**src/rtl/ulpi_lpm_pkg.sv**
```systemverilog
package ulpi_lpm_pkg;
  typedef enum logic [2:0] {
    ST_SYNC,
    ST_LPM,
    ST_START,
    ST_CLKON,
    ST_TURN,
    ST_HOLD
  } lpm_state_e;

  localparam int NUM_CMP  = 4;
  localparam int CMP_VBUS = 0;
  localparam int CMP_SESS = 1;
  localparam int CMP_SEND = 2;
  localparam int CMP_ID   = 3;

  localparam int BUS_W   = 8;
  localparam int BIT_DP  = 0;
  localparam int BIT_DM  = 1;
  localparam int BIT_IRQ = 3;
endpackage

```
**src/rtl/ulpi_lpm_cmp.sv**
```systemverilog
module ulpi_lpm_cmp #(
  parameter int          N          = 4,
  parameter logic [N-1:0] QUIET_MASK = '0
) (
  input  logic         clk_i,
  input  logic         rst_ni,
  input  logic         arm_i,
  input  logic         clr_i,
  input  logic         quiet_i,
  input  logic [N-1:0] cmp_i,
  input  logic [N-1:0] rise_en_i,
  input  logic [N-1:0] fall_en_i,
  output logic         irq_o
);
  logic [N-1:0] prev_q;
  logic [N-1:0] hit;
  logic         irq_q;

  always_ff @(posedge clk_i or negedge rst_ni) begin
    if (!rst_ni) prev_q <= '0;
    else         prev_q <= cmp_i;
  end

  for (genvar k = 0; k < N; k++) begin : g_edge
    logic rise, fall, gate;
    assign rise   = cmp_i[k] & ~prev_q[k] & rise_en_i[k];
    assign fall   = ~cmp_i[k] & prev_q[k] & fall_en_i[k];
    assign gate   = ~(quiet_i & QUIET_MASK[k]);
    assign hit[k] = (rise | fall) & gate;
  end

  always_ff @(posedge clk_i or negedge rst_ni) begin
    if (!rst_ni)               irq_q <= 1'b0;
    else if (clr_i)            irq_q <= 1'b0;
    else if (arm_i && |hit)    irq_q <= 1'b1;
  end

  assign irq_o = irq_q;

  AST_IRQ_STICKY: assert property (@(posedge clk_i) disable iff (!rst_ni)
    (irq_q && !clr_i) |=> irq_q);
  AST_IRQ_NEEDS_ARM: assert property (@(posedge clk_i) disable iff (!rst_ni)
    (!irq_q && !arm_i) |=> !irq_q);
endmodule

```
**src/rtl/ulpi_lpm_timer.sv**
```systemverilog
module ulpi_lpm_timer #(
  parameter int TSTART = 64
) (
  input  logic clk_i,
  input  logic rst_ni,
  input  logic run_i,
  input  logic tick_i,
  output logic done_o
);
  localparam int CW = $clog2(TSTART + 1);
  localparam logic [CW-1:0] LAST = CW'(TSTART - 1);

  logic [CW-1:0] cnt_q;

  always_ff @(posedge clk_i or negedge rst_ni) begin
    if (!rst_ni)                     cnt_q <= '0;
    else if (!run_i)                 cnt_q <= '0;
    else if (tick_i && cnt_q != LAST) cnt_q <= cnt_q + 1'b1;
  end

  assign done_o = run_i && tick_i && (cnt_q == LAST);

  AST_TIMER_HOLD: assert property (@(posedge clk_i) disable iff (!rst_ni)
    (run_i && !tick_i) |=> $stable(cnt_q));
endmodule

```
**src/rtl/ulpi_lpm_fsm.sv**
```systemverilog
module ulpi_lpm_fsm
  import ulpi_lpm_pkg::*;
(
  input  logic       clk_i,
  input  logic       rst_ni,
  input  logic       enter_i,
  input  logic       stp_i,
  input  logic       done_i,
  output lpm_state_e state_o,
  output logic       suspendm_o
);
  lpm_state_e state_q, state_d;
  logic       susp_q;

  always_comb begin
    state_d = state_q;
    unique case (state_q)
      ST_SYNC:  if (enter_i) state_d = ST_LPM;
      ST_LPM:   if (stp_i)   state_d = ST_START;
      ST_START: begin
        if (!stp_i)      state_d = ST_LPM;
        else if (done_i) state_d = ST_CLKON;
      end
      ST_CLKON: state_d = stp_i ? ST_TURN : ST_LPM;
      ST_TURN:  state_d = stp_i ? ST_HOLD : ST_SYNC;
      ST_HOLD:  if (!stp_i)  state_d = ST_SYNC;
      default:  state_d = ST_SYNC;
    endcase
  end

  always_ff @(posedge clk_i or negedge rst_ni) begin
    if (!rst_ni) state_q <= ST_SYNC;
    else         state_q <= state_d;
  end

  // suspend bit: cleared on entry, set when the bus is handed back
  always_ff @(posedge clk_i or negedge rst_ni) begin
    if (!rst_ni)                              susp_q <= 1'b1;
    else if (state_q == ST_SYNC && enter_i)   susp_q <= 1'b0;
    else if (state_q == ST_CLKON && stp_i)    susp_q <= 1'b1;
  end

  assign state_o    = state_q;
  assign suspendm_o = susp_q;

  AST_FALSE_RESUME: assert property (@(posedge clk_i) disable iff (!rst_ni)
    ((state_q == ST_START || state_q == ST_CLKON) && !stp_i) |=> state_q == ST_LPM);
  AST_ONE_TURN: assert property (@(posedge clk_i) disable iff (!rst_ni)
    (state_q == ST_TURN) |=> state_q != ST_TURN);
  AST_HOLD_WAITS: assert property (@(posedge clk_i) disable iff (!rst_ni)
    (state_q == ST_HOLD && stp_i) |=> state_q == ST_HOLD);
endmodule

```
**src/rtl/ulpi_lpm_ctrl.sv**
```systemverilog
module ulpi_lpm_ctrl
  import ulpi_lpm_pkg::*;
#(
  parameter int TSTART = 64
) (
  input  logic               clk_i,
  input  logic               rst_ni,
  input  logic               tick_i,
  input  logic               lpm_enter_i,
  input  logic               stp_i,
  input  logic               dp_i,
  input  logic               dm_i,
  input  logic [NUM_CMP-1:0] cmp_i,
  input  logic [NUM_CMP-1:0] rise_en_i,
  input  logic [NUM_CMP-1:0] fall_en_i,
  input  logic               quiet_i,
  output logic               dir_o,
  output logic [BUS_W-1:0]   data_o,
  output logic               clk_run_o,
  output logic               suspendm_o
);
  localparam logic [NUM_CMP-1:0] QUIET_MASK =
    NUM_CMP'((1 << CMP_VBUS) | (1 << CMP_SEND));

  lpm_state_e state;
  logic       lp_active, done, irq;

  assign lp_active = (state == ST_LPM) || (state == ST_START) || (state == ST_CLKON);

  ulpi_lpm_fsm u_fsm (
    .clk_i      (clk_i),
    .rst_ni     (rst_ni),
    .enter_i    (lpm_enter_i),
    .stp_i      (stp_i),
    .done_i     (done),
    .state_o    (state),
    .suspendm_o (suspendm_o)
  );

  ulpi_lpm_timer #(.TSTART(TSTART)) u_timer (
    .clk_i  (clk_i),
    .rst_ni (rst_ni),
    .run_i  (state == ST_START),
    .tick_i (tick_i),
    .done_o (done)
  );

  ulpi_lpm_cmp #(.N(NUM_CMP), .QUIET_MASK(QUIET_MASK)) u_cmp (
    .clk_i     (clk_i),
    .rst_ni    (rst_ni),
    .arm_i     (lp_active),
    .clr_i     (!lp_active),
    .quiet_i   (quiet_i),
    .cmp_i     (cmp_i),
    .rise_en_i (rise_en_i),
    .fall_en_i (fall_en_i),
    .irq_o     (irq)
  );

  // bus is driven combinationally while clocks are stopped
  always_comb begin
    data_o = '0;
    if (lp_active) begin
      data_o[BIT_DP]  = dp_i;
      data_o[BIT_DM]  = dm_i;
      data_o[BIT_IRQ] = irq;
    end
  end

  assign dir_o     = lp_active;
  assign clk_run_o = !((state == ST_LPM) || (state == ST_START));

  AST_DIR_AFTER_CLK: assert property (@(posedge clk_i) disable iff (!rst_ni)
    $fell(dir_o) |-> $past(clk_run_o));
  AST_SUSPEND_ON_EXIT: assert property (@(posedge clk_i) disable iff (!rst_ni)
    $fell(dir_o) |-> suspendm_o);
  AST_CLK_BEFORE_DIR: assert property (@(posedge clk_i) disable iff (!rst_ni)
    $rose(clk_run_o) |-> (dir_o || $past(!dir_o)));
  AST_IDLE_QUIET_BUS: assert property (@(posedge clk_i) disable iff (!rst_ni)
    !dir_o |-> (data_o == '0));
endmodule

```
**config.mk**
```make
export PLATFORM = sky130hd
export DESIGN_NAME = ulpi_lpm_ctrl
export DESIGN_NICKNAME = d
export VERILOG_FILES = /design/src/rtl/ulpi_lpm_pkg.sv /design/src/rtl/ulpi_lpm_cmp.sv /design/src/rtl/ulpi_lpm_timer.sv /design/src/rtl/ulpi_lpm_fsm.sv /design/src/rtl/ulpi_lpm_ctrl.sv
export SDC_FILE = /design/constraint.sdc
export NUM_CORES = 1
export LEC_CHECK = 0
export ABC_AREA = 0
export BUFFER_PORTS_ARGS = -buffer_cell sky130_fd_sc_hd__buf_4
export CORE_ASPECT_RATIO = 1.5
export CORE_MARGIN = 3
export CORE_UTILIZATION = 40
export CTS_BUF_LIST = sky130_fd_sc_hd__clkbuf_4 sky130_fd_sc_hd__clkbuf_8
export DETAILED_ROUTE_END_ITERATION = 8
export PLACE_DENSITY_LB_ADDON = 0.2
export SYNTH_ARGS = -nofsm -noshare
export SYNTH_HDL_FRONTEND = slang
export SYNTH_SLANG_ARGS = --single-unit
```
**constraint.sdc**
```tcl
create_clock -name clk_i -period 1.4 [get_ports clk_i]
set_clock_uncertainty 0.05 [all_clocks]
set_input_delay 0.14 -clock clk_i [delete_from_list [all_inputs] [get_ports clk_i]]
set_output_delay 0.14 -clock clk_i [all_outputs]
set_load 0.1 [all_outputs]
```
==> reports/metrics.csv <==
metric,value,unit
I/O Pins,31,
Worst setup EP type,output port,
number of endpoints with negative hold slack in the final report,0,
count of endpoints failing setup in the final report,4,
clock root buffer,sky130_fd_sc_hd__clkbuf_4,
total core area,1926,um2
crit path max-delay cell type,sky130_fd_sc_hd__dfrtp_2,
most frequent cells in the layout,"sky130_fd_sc_hd__buf_4 (26), sky130_fd_sc_hd__dfrtp_1 (12), sky130_fd_sc_hd__nor2_1 (11)",
Hold Path Depth,3,
number of cells on the worst reg-to-reg path,5,
initial detailed-routing violation count,15,
Longest Clk Path Bufs,2,
combined area of the multi-input logic cells,459.2,um2
Max-cap violations,0,
nature of the critical path startpoint,flop,
Total Power Consumption,0.002710,W
warning count from the yosys run,0,
maximum vdd drop,1.243,mV
worst-case hold path end point,u_cmp.irq_o$_DFFE_PN0P_,
PnR worst setup slack,-46.26,ps
weighted congestion at the end of routability-driven global placement,0.7442,
TritonCTS clock tree,yes,
post-route fraction of the period consumed by the critical path,103.3,%
maximum fanout count along the critical path,3,
per-cell routed wire length,11.89,um
number of rows in the core area,19,
Congestion Overflow GR,0,
clock buffers created by TritonCTS,3,
reg-to-reg critical path startpoint,u_timer.cnt_q[0]$_DFFE_PN0P_,
Seq cells post-synth,16,
growth of design area from synthesis to finish,51.26,%
count of buffers inserted at the top-level ports,25,
arrival time at the worst endpoint,1260,ps
synthesized instance count,90,
Setup WS pre-CTS,67.65,ps
sequential element share of the synthesized area,47.42,%
cell area after synthesis,847.1,um2
layout filler cell count,161,
setup total negative slack,-140.5,ps
number of max-slew violations in the final report,0,
GRT Total Usage,14.73,%
"most common cell after layout, fill and taps aside",sky130_fd_sc_hd__buf_4,
run status,"complete, but fails checks",
setup slack of the worst register-to-register path,90,ps
"antenna viol nets, final",0,
hold wc startpoint,quiet_i,
area of all placed cells without fillers,1281,um2
x dimension of the die,43.58,um
final critical delay including setup and external delays,1446,ps
initial antenna violation count,0,
number of H-tree branching levels,1,
count of unique library cells instantiated by Yosys,29,
violations in the final reports,negative setup slack,
static leakage,0.6193,nW
unrepaired setup endpoints after global routing,true,
initial core utilization,43.99,%
maximum cell stage delay along the critical path,450,ps
number of antenna cells inserted,0,
vias in the first global route,783,
Reg-to-Reg End,u_timer.cnt_q[4]$_DFFE_PN0P_,
worst min-delay path category,input port to flop,
clock latency on the worst-skew pair,280,ps
CTS clock-pin slew for the worst setup and hold paths,90,ps
ratio of routed vias to standard cells,5.093,
data required time of the worst path,1210,ps
global-route wire length before repair,3.132,mm
total detailed-routing wirelength,1.784,mm
Sink Count,16,
fraction of final layout cells sized beyond drive strength 1,37.98,%
critical path start-end classification,flop to output port,
Die Y-Extent,62.36,um
pwr/cell area,2115,nW/um2
utilization after layout,66.54,%
cell breakdown of the critical path,xor2_1 > nand2b_1 > buf_12,
"Cell Area, Placed",1062,um2
half-perimeter wire length of the detailed placement result,1.261,mm
first-pass detailed-route iteration total,4,
average cell area after synthesis,9.412,um2
die area,2717,um2
maximum number of pins on one net before global-route repair,17,
remaining design rule violation count,0,
combined flip-flop and latch cell area,405.4,um2
total number of vias,764,
Final Net Count,151,
maximum achievable frequency,691.4,MHz
-- routing by layer --
metal  vias to the layer above  wire [um]  global-route usage (%)
li1                        377          -                       -
met1                       357        653                   16.27
met2                        26        988                   26.64
met3                         4        115                   2.312
met4                         0         27                   5.660
met5                         -          0                       0
-- layout make-up --
type	instances	share of cell area, %
multi-input combinational	70	35.84
sequential	16	31.64
timing repair buffer	37	27.05
clock buffer	4	2.832
tap	21	2.051
inverter	2	0.5859
-- logic make-up after synthesis --
logic type / share of synthesized area [%]
AND/OR/NAND/NOR: 24.08
AO/OA/AOI/OAI: 12.70
flip-flops: 47.42
buffers and inverters: 6.204
XOR/XNOR: 4.137
multiplexers: 3.545
adder cells (fa/ha/maj): 1.477
other: 0.4427
-- cell usage after synthesis, drive strengths merged --
master	count	area share, %
dfstp	1	3.1
nor2b	1	0.74
nor3	2	1.2
ha	1	1.5
a21oi	3	1.8
and3	1	0.89
o211ai	1	0.89
nand4	1	0.74
nand2	7	3.1
nor2	13	5.8
nand2b	1	0.74
a21boi	1	0.89
conb	1	0.44
xor2	3	3.1
inv	2	0.89
nand3	3	2.4
o21bai	1	0.89
mux2i	3	3.5
a31oi	2	1.5
nand3b	5	4.9
o2111ai	1	1.0
buf	6	5.3
o21ai	9	5.8
xnor2	1	1.0
and2	5	3.7
dfrtp	15	44
-- through the flow --
stage	instances	hold slack, ps
final	150	96.74
after global routing	150	121.1
after CTS	148	87.77
after detailed placement	135	-39.91
after global placement	135	-40.28
after floorplan	94	-205.6
-- state kept, by name (all words and copies together) (netlist names) --
name and cells:
u_timer.cnt_q 7, u_cmp.prev_q 4, u_fsm.state_o 3, u_cmp.irq_o 1
u_fsm.suspendm_o 1
-- how the worst max path moves through the flow --
stage | startpoint | endpoint | slack (ps) | cells after the start
2_1_floorplan | u_fsm.state_o[1]$_DFFE_PN0P_ | data_o[0] | -260 | 4
3_3_place_gp | u_timer.cnt_q[0]$_DFFE_PN0P_ | u_timer.cnt_q[4]$_DFFE_PN0P_ | 120 | 5
3_5_place_dp | u_timer.cnt_q[0]$_DFFE_PN0P_ | u_timer.cnt_q[4]$_DFFE_PN0P_ | 70 | 5
4_1_cts | u_fsm.state_o[1]$_DFFE_PN0P_ | clk_run_o | -30 | 3
5_1_grt | u_fsm.state_o[1]$_DFFE_PN0P_ | clk_run_o | -90 | 3
6_report | u_fsm.state_o[1]$_DFFE_PN0P_ | clk_run_o | -50 | 3
-- timing repair --
item                                    CTS  global route
gates resized for setup                  13             6
pin swaps                                 1             4
setup buffers                             3             2
hold buffers                              6             0
endpoints found under the setup margin    5            10
hold endpoints to repair                 21             0
-- report_power, final --
group | switching, W | leakage (nW) | internal, W | total, W
Combinational | 0.00114 | 0.398 | 0.000643 | 0.00178
Clock | 0.000139 | 0.0210 | 0.000158 | 0.000298
Sequential | 0.0000816 | 0.201 | 0.000551 | 0.000632
-- worst max-delay path, delay by kind of cell (launching register included) --
kind,cells,cell delay (ps)
buf+inv,1,200
simple gates,1,150
flops,1,450
xor+xnor,1,170
Note: power is estimated with default switching activity, not from simulation.
